[src/rtl/rxa_pkg.sv]
`timescale 1ns/1ps
package rxa_pkg;

    typedef enum logic [2:0] {
        ST_IDLE  = 3'd0,
        ST_START = 3'd1,
        ST_DATA  = 3'd2,
        ST_PAR   = 3'd3,
        ST_STOP  = 3'd4
    } rx_state_e;

    localparam logic [1:0] DIV_OFF = 2'd0;
    localparam logic [1:0] DIV_X1  = 2'd1;
    localparam logic [1:0] DIV_MID = 2'd2;
    localparam logic [1:0] DIV_HI  = 2'd3;

endpackage

[src/rtl/rxa_frame.sv]
`timescale 1ns/1ps
module rxa_frame
    import rxa_pkg::*;
#(
    parameter int CHAR_MAX = 8,
    parameter int OVS_MID  = 16,
    parameter int OVS_HI   = 64
) (
    input  logic                clk,
    input  logic                rst_n,
    input  logic                active,
    input  logic                tick,
    input  logic                rxd,
    input  logic [1:0]          div_sel,
    input  logic [1:0]          len_sel,
    input  logic                par_en,
    input  logic                par_even,
    output logic                done,
    output logic [CHAR_MAX-1:0] char_o,
    output logic                perr_o,
    output logic                ferr_o
);

    localparam int CNT_W    = $clog2(OVS_HI);
    localparam int IDX_W    = $clog2(CHAR_MAX);
    localparam int CHAR_MIN = CHAR_MAX - 3;

    typedef struct packed {
        rx_state_e           st;
        logic [CNT_W-1:0]    cnt;
        logic [IDX_W-1:0]    idx;
        logic [CHAR_MAX-1:0] sh;
        logic                pbit;
    } frame_s;

    frame_s fr_d, fr_q;

    logic [CNT_W-1:0] last_tick;
    logic [CNT_W-1:0] half_tick;
    logic [IDX_W-1:0] last_idx;
    logic             bit_pt;

    always_comb begin
        case (div_sel)
            DIV_X1:  begin last_tick = '0;                  half_tick = '0; end
            DIV_MID: begin last_tick = CNT_W'(OVS_MID - 1); half_tick = CNT_W'(OVS_MID / 2 - 1); end
            default: begin last_tick = CNT_W'(OVS_HI - 1);  half_tick = CNT_W'(OVS_HI / 2 - 1); end
        endcase
        last_idx = IDX_W'(CHAR_MIN - 1) + IDX_W'(len_sel);
        bit_pt   = (fr_q.cnt == last_tick);
    end

    always_comb begin
        fr_d = fr_q;
        done = 1'b0;
        if (!active) begin
            fr_d.st  = ST_IDLE;
            fr_d.cnt = '0;
        end else if (tick) begin
            case (fr_q.st)
                ST_IDLE: begin
                    if (!rxd) begin
                        fr_d.cnt = '0;
                        fr_d.idx = '0;
                        fr_d.sh  = '0;
                        fr_d.st  = (div_sel == DIV_X1) ? ST_DATA : ST_START;
                    end
                end
                ST_START: begin
                    if (fr_q.cnt == half_tick) begin
                        fr_d.cnt = '0;
                        fr_d.st  = rxd ? ST_IDLE : ST_DATA;
                    end else begin
                        fr_d.cnt = fr_q.cnt + CNT_W'(1);
                    end
                end
                ST_DATA: begin
                    if (bit_pt) begin
                        fr_d.cnt         = '0;
                        fr_d.sh[fr_q.idx] = rxd;
                        if (fr_q.idx == last_idx) begin
                            fr_d.st = par_en ? ST_PAR : ST_STOP;
                        end else begin
                            fr_d.idx = fr_q.idx + IDX_W'(1);
                        end
                    end else begin
                        fr_d.cnt = fr_q.cnt + CNT_W'(1);
                    end
                end
                ST_PAR: begin
                    if (bit_pt) begin
                        fr_d.cnt  = '0;
                        fr_d.pbit = rxd;
                        fr_d.st   = ST_STOP;
                    end else begin
                        fr_d.cnt = fr_q.cnt + CNT_W'(1);
                    end
                end
                ST_STOP: begin
                    if (bit_pt) begin
                        fr_d.cnt = '0;
                        fr_d.st  = ST_IDLE;
                        done     = 1'b1;
                    end else begin
                        fr_d.cnt = fr_q.cnt + CNT_W'(1);
                    end
                end
                default: fr_d.st = ST_IDLE;
            endcase
        end
    end

    // Bits above the selected length were cleared at the start bit.
    assign char_o = fr_q.sh;
    assign perr_o = par_en & ((^fr_q.sh) ^ fr_q.pbit ^ ~par_even);
    assign ferr_o = ~rxd;

    always_ff @(posedge clk or negedge rst_n) begin
        if (!rst_n) begin
            fr_q <= '{st: ST_IDLE, cnt: '0, idx: '0, sh: '0, pbit: 1'b0};
        end else begin
            fr_q <= fr_d;
        end
    end

    AST_IDLE_WHEN_OFF: assert property (@(posedge clk) disable iff (!rst_n)
        !active |=> (fr_q.st == ST_IDLE));

endmodule

[src/rtl/rxa_break.sv]
`timescale 1ns/1ps
module rxa_break
    import rxa_pkg::*;
#(
    parameter int CHAR_MAX = 8,
    parameter int OVS_MID  = 16,
    parameter int OVS_HI   = 64
) (
    input  logic       clk,
    input  logic       rst_n,
    input  logic       active,
    input  logic       tick,
    input  logic       rxd,
    input  logic [1:0] div_sel,
    input  logic [1:0] len_sel,
    input  logic       par_en,
    output logic       brk
);

    localparam int CHAR_MIN = CHAR_MAX - 3;
    localparam int LIM_MAX  = 2 * OVS_HI * (CHAR_MAX + 3);
    localparam int CW       = $clog2(LIM_MAX + 1);

    typedef struct packed {
        logic [CW-1:0] cnt;
    } brk_s;

    brk_s bk_d, bk_q;

    logic [CW-1:0] ovs_w;
    logic [CW-1:0] frame_w;
    logic [CW-1:0] lim;

    always_comb begin
        case (div_sel)
            DIV_X1:  ovs_w = CW'(1);
            DIV_MID: ovs_w = CW'(OVS_MID);
            default: ovs_w = CW'(OVS_HI);
        endcase
        frame_w = CW'(CHAR_MIN) + CW'(len_sel) + CW'(par_en) + CW'(2);
        lim     = CW'(2) * ovs_w * frame_w;
    end

    always_comb begin
        bk_d = bk_q;
        if (!active || rxd) begin
            bk_d.cnt = '0;
        end else if (tick && (bk_q.cnt < lim)) begin
            bk_d.cnt = bk_q.cnt + CW'(1);
        end
    end

    assign brk = (bk_q.cnt >= lim);

    always_ff @(posedge clk or negedge rst_n) begin
        if (!rst_n) begin
            bk_q <= '{cnt: '0};
        end else begin
            bk_q <= bk_d;
        end
    end

    AST_BRK_RELEASE: assert property (@(posedge clk) disable iff (!rst_n)
        rxd |=> !brk);
    AST_BRK_DISABLED: assert property (@(posedge clk) disable iff (!rst_n)
        !active |=> !brk);

endmodule

[src/rtl/rxa_hold.sv]
`timescale 1ns/1ps
module rxa_hold #(
    parameter int CHAR_MAX = 8
) (
    input  logic                clk,
    input  logic                rst_n,
    input  logic                done,
    input  logic [CHAR_MAX-1:0] char_i,
    input  logic                perr_i,
    input  logic                ferr_i,
    input  logic                rd,
    input  logic                err_clr,
    output logic [CHAR_MAX-1:0] data_o,
    output logic                ready_o,
    output logic                perr_o,
    output logic                oerr_o,
    output logic                ferr_o
);

    typedef struct packed {
        logic [CHAR_MAX-1:0] data;
        logic                ready;
        logic                pe;
        logic                oe;
        logic                fe;
    } hold_s;

    hold_s hd_d, hd_q;

    always_comb begin
        hd_d = hd_q;
        if (err_clr) begin
            hd_d.pe = 1'b0;
            hd_d.oe = 1'b0;
            hd_d.fe = 1'b0;
        end
        if (rd) begin
            hd_d.ready = 1'b0;
        end
        if (done) begin
            hd_d.data  = char_i;
            hd_d.ready = 1'b1;
            hd_d.pe    = hd_d.pe | perr_i;
            hd_d.fe    = hd_d.fe | ferr_i;
            hd_d.oe    = hd_d.oe | (hd_q.ready & ~rd);
        end
    end

    assign data_o  = hd_q.data;
    assign ready_o = hd_q.ready;
    assign perr_o  = hd_q.pe;
    assign oerr_o  = hd_q.oe;
    assign ferr_o  = hd_q.fe;

    always_ff @(posedge clk or negedge rst_n) begin
        if (!rst_n) begin
            hd_q <= '{data: '0, ready: 1'b0, pe: 1'b0, oe: 1'b0, fe: 1'b0};
        end else begin
            hd_q <= hd_d;
        end
    end

    AST_READY_ON_DONE: assert property (@(posedge clk) disable iff (!rst_n)
        done |=> ready_o);
    AST_READ_CLEARS: assert property (@(posedge clk) disable iff (!rst_n)
        (rd && !done) |=> !ready_o);
    AST_OVERRUN_SET: assert property (@(posedge clk) disable iff (!rst_n)
        (done && ready_o && !rd) |=> oerr_o);
    AST_FLAG_STICKY: assert property (@(posedge clk) disable iff (!rst_n)
        (!err_clr && (perr_o || oerr_o || ferr_o)) |=> (perr_o || oerr_o || ferr_o));
    AST_FLAG_CLEARED: assert property (@(posedge clk) disable iff (!rst_n)
        (err_clr && !done) |=> !(perr_o || oerr_o || ferr_o));

endmodule

[src/rtl/rxa_receiver.sv]
`timescale 1ns/1ps
module rxa_receiver
    import rxa_pkg::*;
#(
    parameter int CHAR_MAX = 8,
    parameter int OVS_MID  = 16,
    parameter int OVS_HI   = 64
) (
    input  logic                clk,
    input  logic                rst_n,
    input  logic                rx_en,
    input  logic                rxc_tick,
    input  logic                rxd,
    input  logic [1:0]          div_sel,
    input  logic [1:0]          len_sel,
    input  logic                par_en,
    input  logic                par_even,
    input  logic                err_clr,
    input  logic                rd_strobe,
    output logic [CHAR_MAX-1:0] rx_data,
    output logic                rx_ready,
    output logic                par_err,
    output logic                ovr_err,
    output logic                frm_err,
    output logic                brk_det
);

    logic                active;
    logic                fr_done;
    logic [CHAR_MAX-1:0] fr_char;
    logic                fr_perr;
    logic                fr_ferr;

    assign active = rx_en & (div_sel != DIV_OFF);

    rxa_frame #(
        .CHAR_MAX (CHAR_MAX),
        .OVS_MID  (OVS_MID),
        .OVS_HI   (OVS_HI)
    ) frame_i (
        .clk      (clk),
        .rst_n    (rst_n),
        .active   (active),
        .tick     (rxc_tick),
        .rxd      (rxd),
        .div_sel  (div_sel),
        .len_sel  (len_sel),
        .par_en   (par_en),
        .par_even (par_even),
        .done     (fr_done),
        .char_o   (fr_char),
        .perr_o   (fr_perr),
        .ferr_o   (fr_ferr)
    );

    rxa_hold #(
        .CHAR_MAX (CHAR_MAX)
    ) hold_i (
        .clk     (clk),
        .rst_n   (rst_n),
        .done    (fr_done),
        .char_i  (fr_char),
        .perr_i  (fr_perr),
        .ferr_i  (fr_ferr),
        .rd      (rd_strobe),
        .err_clr (err_clr),
        .data_o  (rx_data),
        .ready_o (rx_ready),
        .perr_o  (par_err),
        .oerr_o  (ovr_err),
        .ferr_o  (frm_err)
    );

    rxa_break #(
        .CHAR_MAX (CHAR_MAX),
        .OVS_MID  (OVS_MID),
        .OVS_HI   (OVS_HI)
    ) break_i (
        .clk     (clk),
        .rst_n   (rst_n),
        .active  (active),
        .tick    (rxc_tick),
        .rxd     (rxd),
        .div_sel (div_sel),
        .len_sel (len_sel),
        .par_en  (par_en),
        .brk     (brk_det)
    );

endmodule

[config.mk]
export PLATFORM = sky130hd
export DESIGN_NAME = rxa_receiver
export DESIGN_NICKNAME = d
export VERILOG_FILES = /design/src/rtl/rxa_pkg.sv /design/src/rtl/rxa_frame.sv /design/src/rtl/rxa_break.sv /design/src/rtl/rxa_hold.sv /design/src/rtl/rxa_receiver.sv
export SDC_FILE = /design/constraint.sdc
export NUM_CORES = 1
export LEC_CHECK = 0
export ABC_CLOCK_PERIOD_IN_PS = 3200
export BUFFER_PORTS_ARGS = -buffer_cell sky130_fd_sc_hd__buf_2
export CAP_MARGIN = 20
export CORE_ASPECT_RATIO = 0.75
export CORE_UTILIZATION = 43
export DETAILED_ROUTE_END_ITERATION = 8
export GPL_TIMING_DRIVEN = 0
export PLACE_DENSITY = 0.71
export SYNTH_ARGS = -nofsm -noshare
export SYNTH_HDL_FRONTEND = slang
export SYNTH_SLANG_ARGS = --single-unit
[constraint.sdc]
create_clock -name clk -period 3.2 [get_ports clk]
set_input_delay 0.32 -clock clk [delete_from_list [all_inputs] [get_ports clk]]
set_output_delay 0.32 -clock clk [all_outputs]
set_load 0.02 [all_outputs]
[Yosys cells after proc, flatten, opt, wreduce, memory -nomap -nowiden]
Cells that the tools add are included.
Word-level totals
  word-level logic and storage cells: 105
  bits in read-only memories: 0
  memories kept: 0
  bits in latches: 0
  input bits: 13
  memory bits (writable): 0
  register bits: 44
Cells by class
  add/sub/neg operators: 7
  eq/ne operators: 20
  muxes and demuxes: 35
  reduce and logical (&&, ||, !) cells: 16
  bitwise gates (word level): 11
  div/mod/pow operators: 0
  order comparisons: 4
  shift-type cells: 0
  multipliers: 1
Operators with widths (count)
  11-bit two-way mux: 3
  3-bit two-way mux: 8
  11-bit case mux with 2 select lines: 1
  21-bit two-way mux: 1
  20-bit two-way mux: 1
  3-bit inequality test, second input constant: 6
  6-bit case mux with 3 select lines: 1
  3-bit case mux with 5 select lines: 1
  7-bit case mux with 2 select lines: 1
  6-bit two-way mux: 2
  6-bit case mux with 2 select lines: 1
  11-bit by 1-bit adder with 11-bit output: 1
  11-bit by 1-bit adder with 11-bit output, second input constant: 1
  11-bit by 2-bit adder with 11-bit output, second input constant: 1
  11-bit >= comparator: 1
  11-bit < comparator: 1
  7-bit by 11-bit multiplier with 10-bit output: 1
  5-bit case mux with 2 select lines: 1
  9-bit two-way mux: 1
  8-bit bitwise mux: 1
  1-bit two-way mux: 8
  2-bit nonzero test: 4
  8-bit parity: 1
  7-bit AND reduction: 1
  33 further kinds: 45

[Logic depth before layout (Yosys ltp)]
Gate-level depths: netlist of the first run.
  depth after elaboration: 9
  gate-level depth with buffers: 18
  gate-level depth less buffers: 17

[Modules after synthesis]
A second synthesis of the first run with hierarchy kept.
Unflattened totals
  cells, all modules: 325
  area, all modules: 3168.0 µm²
By module, submodules not included
  rxa_frame: instances 1, seq. area each 525.5 µm², area an instance 1545.2 µm², cells each 164
  rxa_break: instances 1, seq. area each 275.3 µm², area an instance 1144.8 µm², cells each 133
  rxa_hold: instances 1, seq. area each 300.3 µm², area an instance 470.5 µm², cells each 27
  rxa_receiver: instances 1, seq. area each 0.0 µm², area an instance 7.5 µm², cells each 1

[Worst setup path after synthesis of the first run]
OpenSTA, ideal clock, no wires.
  path type: input to register
  start: in len_sel[0]
  end: reg break_i.bk_q[2] (netlist bit)
  buffers on the path: 1
  required time: 3.121 ns
  path slack: -0.311 ns
  library setup time: 0.079 ns
  arrival: 3.432 ns
  stages on the path: 18
  cells stage by stage: inv_1 -> ha_1 -> inv_1 -> ha_1 -> xor2_1 -> and2_1 -> ha_1 -> ha_1 -> ha_1 -> xor2_1 -> xnor2_1 -> ha_1 -> o21a_1 -> a21oi_1 -> o211ai_1 -> clkbuf_1 -> or4_1 -> a21oi_1
On the way
  longest elaborated chain between the ends: 7
RTL lines
  start: declaration: line rxa_receiver.sv:15  | input logic [1:0] len_sel,
  3-bit by 2-bit adder with 4-bit output: line rxa_break.sv:40  | frame_w = CW'(CHAR_MIN) + CW'(len_sel) + CW'(par_en) + CW'(2);
  11-bit by 1-bit adder with 11-bit output: line rxa_break.sv:40
  11-bit by 2-bit adder with 11-bit output: line rxa_break.sv:40
  7-bit by 11-bit multiplier with 10-bit output: line rxa_break.sv:41  | lim = CW'(2) * ovs_w * frame_w;
  11-bit < comparator: line rxa_break.sv:48  | end else if (tick && (bk_q.cnt < lim)) begin
  1-bit logical AND: line rxa_break.sv:48
  2-bit nonzero test (no source line)
  end signal: assignment: line rxa_break.sv:57  | bk_q <= '{cnt: '0};
  end signal: assignment: line rxa_break.sv:59  | bk_q <= bk_d;
  end: declaration: line rxa_break.sv:28  | brk_s bk_d, bk_q;
No other way between the ends.
A chain may end at the register's enable or synchronous reset.

[Final worst setup path of the first run]
  start: in len_sel[0]
  end: out brk_det
On the way
  longest elaborated chain between the ends: 5
RTL lines
  3-bit by 2-bit adder with 4-bit output: line rxa_break.sv:40
  11-bit by 1-bit adder with 11-bit output: line rxa_break.sv:40
  11-bit by 2-bit adder with 11-bit output: line rxa_break.sv:40
  7-bit by 11-bit multiplier with 10-bit output: line rxa_break.sv:41
  11-bit >= comparator: line rxa_break.sv:53  | assign brk = (bk_q.cnt >= lim);
  end: declaration: line rxa_receiver.sv:25  | output logic brk_det
No other way between the ends.

==> impl_metrics.py, run 1 <==
metrics = {
    "logic_synthesis": {
        "seq_area_frac_synth": 0.359,
        "synth_edf_count": 0,
        "netlist_area_um2": 3070,
        "synth_top_area_cell": "dfrtp_1",
        "synth_fp_nets": 373,
        "synth_simple_gate_area_frac": 0.187,
        "synth-main-ff-cell": "dfrtp_1",
        "netlist_instances": 334,
        "synth_area_leaders": "dfrtp_1, ha_1, xnor2_1, mux2_2, a21oi_1",
        "syn-mean-instance-area_um2": 9.19,
        "synth_top_area_frac": 0.359,
        "synth_fa_ha_area_frac": 0.106,
        "synthXorXnorAreaFrac": 0.0570,
        "ys_async_sr_fraction": 1.00,
        "yosysWarnings": 0,
        "synth_top_family_by_area": "compound AO/OA/AOI/OAI gates",
        "synth_mux_area_frac": 0.0530,
        "synth_compound_area_frac": 0.188,
        "ys_types": 56,
        "synth_seq_cells": 44,
    },
    "grt": {
        "grt_use_met2": 0.303,
        "grt_pass1_vias": 2372,
        "overflow": 0,
        "grtUsageMet1": 0.272,
        "grt_pass1_wl_mm": 11.3,
        "track_usage": 0.194,
        "use_met3": 0.0344,
        "grt_max_degree": 45,
        "busiest_layer": "met2",
        "grt_antenna_before_repair": 0,
    },
    "placement": {
        "gp_congestion": 0.845,
        "place_inst": 456,
        "dpl_cell_area_um2": 3390,
        "io_buffer_count": 24,
        "dp_hpwl_mm": 5.13,
        "pre_cts_slack_ns": -0.545,
    },
    "final_layout": {
        "n_antenna_cell": 0,
        "finalNetCount": 418,
        "final_core_util": 0.550,
        "finalInstanceArea_um2": 3780,
        "layout.cells.non_filler": 478,
        "area_growth_pct": 23.0,
        "layout-drive-gt1-share": 0.242,
    },
    "setup_path": {
        "path_class": "in2out",
        "critPathBufInv": 4,
        "crit_chain": "buf_8 -> inv_6 -> ha_4 -> inv_2 -> ha_4 -> xor2_2 -> and2_1 -> ha_2 -> ha_4 -> ha_4 -> xor2_2 -> xnor2_1 -> ha_1 -> nand4_1 -> a211o_1 -> o211a_4 -> nand2_2 -> buf_6",
        "cp_common_cell": "ha_4",
        "cp_num_cells": 18,
        "cp-start-kind": "primary input",
        "reg2reg_from": "break_i.bk_q[8]",
        "end_kind": "output pin",
        "crit_slowest_cell": "a211o_1",
        "worstPathRequired_ns": 2.88,
        "slowest_delay_ns": 0.36,
        "rrSetupSlack_ns": 0.85,
        "reg2reg_depth": 7,
        "crit_family": "adder cells",
        "crit_fanout": 3,
        "cp_data_arrival_time_ns": 3.14,
        "r2r-end": "break_i.bk_q[2]",
    },
    "pwr": {
        "p_leak_uw": 0.00173,
        "ir_worst_vdd_mv": 0.151,
        "p_per_area_nw_per_um2": 341,
    },
    "run": {
        "maxCapViolations": 0,
    },
    "floorplanning": {
        "die_x_um": 99.6,
        "die-area_um2": 7490,
        "die_height_um": 75.2,
        "initial_core_util": 0.447,
        "core_area_um2": 6860,
        "ios": 26,
        "row_count": 26,
    },
    "clocking": {
        "insertion_delay_ns": 0.31,
        "root_buffer": "clkbuf_8",
        "clk_pin_slew_ns": 0.08,
        "clockBufferDepth": 2,
        "cts_tree": "built",
        "htree_levels": 2,
        "cts_inserted_buffers": 5,
        "clock_sinks": 44,
    },
    "timing": {
        "fmax_mhz": 289,
        "clock_skew_ns": 0.00984,
        "finalMaxSlewViolations": 0,
        "fin_ws_ns": -0.264,
        "rsz0062_at_grt": "true",
        "relSlewSlack": 0.571,
        "setup_violations": 10,
        "worst_pin_slew_ns": 0.639,
        "fin_crit_ns": 3.46,
        "hold_violations": 0,
        "fin_crit_sh": 1.08,
    },
    "routing": {
        "vias": 2653,
        "ant_nets": 0,
        "viasPerCell": 5.55,
        "post_drt_wl_per_cell_um": 14.6,
        "routed_wl_mm": 6.99,
        "drc": 0,
        "dr.pass1.iters": 4,
        "drtIter0Drc": 139,
    },
    "min_path": {
        "min_path_type": "in2reg",
        "min_path_cells": 2,
        "hold_path_end": "hold_i.ferr_o",
        "min_from": "err_clr",
    },
    "run_status": {
        "failed_checks": "setup timing",
        "status": "complete, but fails checks",
    },
}
## state kept, by name (all words and copies together) (netlist names)
name            cells
break_i.bk_q       11
frame_i.char_o      8
frame_i.fr_q       13
hold_i.data_o       8
hold_i.ferr_o       1
hold_i.oerr_o       1
hold_i.perr_o       1
hold_i.ready_o      1
## through the flow
step                      setup TNS [ns]  power (uW)  hold WS, ns
final                              -1.76        1290        0.230
after global placement             -5.09         788        0.483
after CTS                          -1.09        1260        0.216
after floorplan                  -0.0705         726       0.0244
after global routing               -3.04        1350        0.233
after detailed placement           -5.36         793        0.492
## repair_timing
item | in CTS | in global routing
endpoints found under the setup margin | 11 | 12
hold buffers | 0 | 1
pin swaps | 15 | 16
hold endpoints to repair | 0 | 15
resized for setup | 18 | 19
buffers inserted | 7 | 4
gates cloned | 1 | 0
## cells in the mapped netlist, drive strengths merged (6+ instances only)
| master | number |
|---|---|
| nand3 | 11 |
| inv | 22 |
| ha | 26 |
| dfrtp | 44 |
| o31ai | 12 |
| or4 | 6 |
| nor2 | 15 |
| nor3 | 6 |
| clkbuf | 12 |
| nand2 | 25 |
| nand4 | 6 |
| a21oi | 19 |
| xnor2 | 14 |
| o21ai | 23 |
| mux2 | 10 |
| nand2b | 8 |
| xor2 | 6 |
## placed cells by master (no fill, tap or decap), drive strengths merged, types with 4 or more instances in the layout
cell,synthesis,routed
inv,22,22
nand2,25,25
nand4,6,6
nor2b,5,5
or4,6,6
dfrtp,44,44
nand3,11,11
o31ai,12,12
a21oi,19,19
clkbuf,12,17
nand2b,8,8
nor2,15,15
o21ai,23,23
or3,5,5
ha,26,26
nor3,6,6
mux2,10,10
xnor2,14,14
a31oi,4,4
and3,5,5
xor2,6,6
mux2i,5,5
buf,4,42
## cell families after synthesis
kind of cell / count (synthesis)
XOR/XNOR: 20
multiplexers: 15
AO/OA/AOI/OAI: 86
flip-flops: 44
buffers and inverters: 38
adder cells (fa/ha/maj): 26
AND/OR/NAND/NOR: 105
## metal layers
layer | routed length [um] | vias to the layer above
li1 | - | 1297
met1 | 3400 | 1281
met2 | 3210 | 64
met3 | 292 | 11
met4 | 96 | 0
met5 | 0 | -
## worst reg2reg max path: stages, from the launching register on
cell      delay, ns
dfrtp_1        0.42
ha_1           0.32
a211o_1        0.27
a21oi_2        0.23
o211ai_1       0.25
buf_4          0.22
or4_1          0.42
a21oi_2        0.13
## cell type report
class | count | area (um2)
sequential | 44 | 1100
clock buffer | 6 | 72.6
buffer | 16 | 76.3
multi-input combinational | 252 | 2000
tap | 98 | 123
fill | 621 | 3090
clock inverter | 2 | 35.0
timing repair buffer | 38 | 278
inverter | 22 | 90.1
## where the power goes
part	switching, uW	internal, uW	leakage (uW)
logic	162	138	0.00106
clock network	194	232	0.0000552
registers	2.88	559	0.000614
## worst max path at each step
stage | to | from | slack [ns]
final | brk_det | len_sel[0] | -0.26
after detailed placement | break_i.bk_q[2] | len_sel[1] | -0.55
after global routing | break_i.bk_q[2] | len_sel[0] | -0.37
after floorplan | break_i.bk_q[2] | len_sel[1] | -0.07
after global placement | break_i.bk_q[2] | len_sel[1] | -0.52
after CTS | brk_det | len_sel[0] | -0.33
Note: power is estimated with default switching activity, not from simulation.
==> inputs of run 2 (changes only) <==
--- a/config.mk
+++ b/config.mk
@@ -5,6 +5,7 @@
 export SDC_FILE = /design/constraint.sdc
 export NUM_CORES = 1
 export LEC_CHECK = 0
+export ABC_AREA = 1
 export ABC_CLOCK_PERIOD_IN_PS = 3200
 export BUFFER_PORTS_ARGS = -buffer_cell sky130_fd_sc_hd__buf_2
 export CAP_MARGIN = 20
==> run 2 against run 1 <==
The run still ends with setup timing left. Design area increased by 8.8%. Clock-buffer cell count is the same. Cell count grew 28%. Utilization is 0.23 points lower. Hold slack worse by 0.032 ns. Worst setup slack gained 0.082 ns. Via count grew 18%. Sequential power is essentially flat. Global-route usage up 1.2 points. Sequential share of layout area shrank 2.4 points. Critical path type unchanged.
==> impl_metrics.py, run 2 <==
metrics = {
    "placement": {
        "pre_cts_slack_ns": -0.602,
        "gp_congestion": 0.878,
        "dp_hpwl_mm": 5.95,
        "io_buffer_count": 24,
    },
    "routing": {
        "viasPerCell": 5.13,
        "drc": 0,
        "dr.pass1.iters": 5,
        "vias": 3142,
        "routed_wl_mm": 8.07,
        "post_drt_wl_per_cell_um": 13.2,
        "drtIter0Drc": 164,
        "ant_nets": 0,
    },
    "setup_path": {
        "critPathBufInv": 5,
        "path_class": "in2out",
        "crit_fanout": 3,
        "worstPathRequired_ns": 2.88,
        "crit_chain": "buf_8 -> inv_6 -> ha_4 -> inv_4 -> ha_4 -> xnor2_4 -> nor2_1 -> ha_1 -> ha_2 -> ha_4 -> xnor2_2 -> xor2_1 -> inv_2 -> ha_4 -> nand2_4 -> or2_4 -> nand3_2 -> nor2_4 -> o21ai_4 -> buf_6",
        "slowest_delay_ns": 0.28,
        "cp_data_arrival_time_ns": 3.06,
        "crit_family": "adder cells",
        "crit_slowest_cell": "ha_4",
        "end_kind": "output pin",
        "cp_common_cell": "ha_4",
        "cp-start-kind": "primary input",
    },
    "floorplanning": {
        "core_area_um2": 7500,
        "die_height_um": 78.9,
        "die_x_um": 105,
        "initial_core_util": 0.452,
        "ios": 26,
        "row_count": 27,
        "die-area_um2": 8250,
    },
    "min_path": {
        "min_path_type": "in2reg",
    },
    "logic_synthesis": {
        "synth_common_cells": "nand2_1, inv_1, nand3_1, dfrtp_1, nor2_1",
        "synth_seq_cells": 44,
        "yosysWarnings": 0,
        "synth_top_area_frac": 0.325,
        "synth_fp_nets": 513,
        "yosysMostFrequentCell": "nand2_1",
        "ys_types": 38,
        "netlist_area_um2": 3390,
        "synth-main-ff-cell": "dfrtp_1",
        "synth_area_leaders": "dfrtp_1, nand2_1, ha_1, nand3_1, inv_1",
        "ys_async_sr_fraction": 1.00,
        "syn-mean-instance-area_um2": 7.15,
        "synth_top_area_cell": "dfrtp_1",
        "seq_area_frac_synth": 0.325,
        "synth_edf_count": 0,
        "netlist_instances": 474,
    },
    "grt": {
        "grt_antenna_before_repair": 0,
        "grt_pass1_wl_mm": 13.5,
        "grt_max_degree": 45,
        "track_usage": 0.206,
        "overflow": 0,
        "grt_pass1_vias": 2997,
    },
    "final_layout": {
        "reg_top3": "frame_i.fr_q (13), break_i.bk_q (11)",
        "finalNetCount": 550,
        "layout-drive-gt1-share": 0.209,
        "layout_commonest_cell": "nand2_1",
        "largest_register": "frame_i.fr_q",
        "fillCellCount": 707,
        "largest_reg_flops": 13,
        "n_antenna_cell": 0,
        "area_growth_pct": 21.2,
        "layout_common_cells": "nand2_1, inv_1, dfrtp_1",
        "final_core_util": 0.548,
    },
    "clocking": {
        "cts_tree": "built",
        "insertion_delay_ns": 0.30,
        "clock_sinks": 44,
        "cts_inserted_buffers": 5,
        "root_buffer": "clkbuf_8",
        "htree_levels": 2,
        "clk_pin_slew_ns": 0.08,
        "clockBufferDepth": 2,
    },
    "run_status": {
        "failed_checks": "setup timing",
        "status": "complete, but fails checks",
    },
    "pwr": {
        "p_leak_uw": 0.00207,
        "p_per_area_nw_per_um2": 317,
        "ir_worst_vdd_mv": 0.162,
    },
    "timing": {
        "fin_crit_sh": 1.06,
        "finalMaxSlewViolations": 0,
        "rsz0062_at_grt": "true",
        "relSlewSlack": 0.420,
        "fin_crit_ns": 3.38,
        "fmax_mhz": 296,
        "worst_pin_slew_ns": 0.867,
        "hold_violations": 0,
        "hold_slack_ns": 0.199,
        "clock_skew_ns": 0.00410,
        "fin_ws_ns": -0.182,
        "setup_violations": 12,
    },
    "run": {
        "maxCapViolations": 0,
    },
}
-- run 2: final cells by class --
cell class / count / area, um2 / share of cell area
clock buffer: 6 / 72.6 / 0.0177
multi-input combinational: 353 / 2190 / 0.533
sequential: 44 / 1100 / 0.268
clock inverter: 2 / 35.0 / 0.00852
inverter: 63 / 246 / 0.0600
timing repair buffer: 30 / 218 / 0.0530
tap: 101 / 126 / 0.0307
buffer: 14 / 119 / 0.0289
-- run 2: worst register-to-register path, cell delays in order (launching register included) --
cell      delay [ns]
dfrtp_1         0.45
ha_1            0.33
nand2_1         0.07
inv_1           0.04
o21bai_1        0.20
a21boi_4        0.09
nor2_4          0.15
buf_4           0.13
buf_8           0.12
nand2_8         0.07
buf_6           0.17
nand3_2         0.05
nand2_1         0.06
-- run 2: cell families (layout without fill, tap and decap cells) --
family,Yosys count,in the layout,synth area share
xor+xnor,24,24,0.0620
simple gates,256,256,0.326
buf+inv,77,115,0.103
fa+ha+maj,26,26,0.0959
flops,44,44,0.325
compound gates,47,47,0.0882
-- run 2: worst paths after layout --
path                                  from                to  slack [ns]  cells after the start
max reg2reg                break_i.bk_q[4]   break_i.bk_q[1]        1.17                     12
max in group asynchronous            rst_n   break_i.bk_q[0]        2.27                      3
min in group asynchronous            rst_n  frame_i.fr_q[13]        0.44                      2
min                              rd_strobe     hold_i.oerr_o        0.20                      2
max                             len_sel[0]           brk_det       -0.18                     20
min reg2reg                  hold_i.perr_o     hold_i.perr_o        0.48                      2
-- run 2: repair_timing --
action	in CTS	in global routing
cloned	0	1
resized for setup	32	22
endpoints found under the setup margin	12	12
setup buffers	2	1
pin swaps	11	17
endpoints found under the hold margin	0	12
hold buffers	0	1
-- run 2: stage by stage --
step / cell area, um2 / instances / TNS (ns) / total power, uW
2_1_floorplan: 3460 / 474 / 0 / 739
3_3_place_gp: 3710 / 599 / -4.60 / 795
3_5_place_dp: 3710 / 599 / -6.86 / 805
4_1_cts: 3970 / 609 / -0.156 / 1280
5_1_grt: 4110 / 613 / -2.30 / 1370
6_report: 4110 / 613 / -0.740 / 1300
-- run 2: layer usage --
layer	part of all wire	GRT usage	wire, um	up-vias
met3	0.043	0.0345	349	9
met2	0.47	0.348	3780	74
li1	-	-	-	1590
met5	0	0	0	-
met4	0.0087	0.0529	70	0
met1	0.48	0.275	3880	1469
-- run 2: power breakdown --
group	switching [uW]	leakage (uW)	internal, uW
Sequential	5.38	0.000609	560
Combinational	180	0.00140	124
Clock	203	0.0000552	232
Total	388	0.00207	916
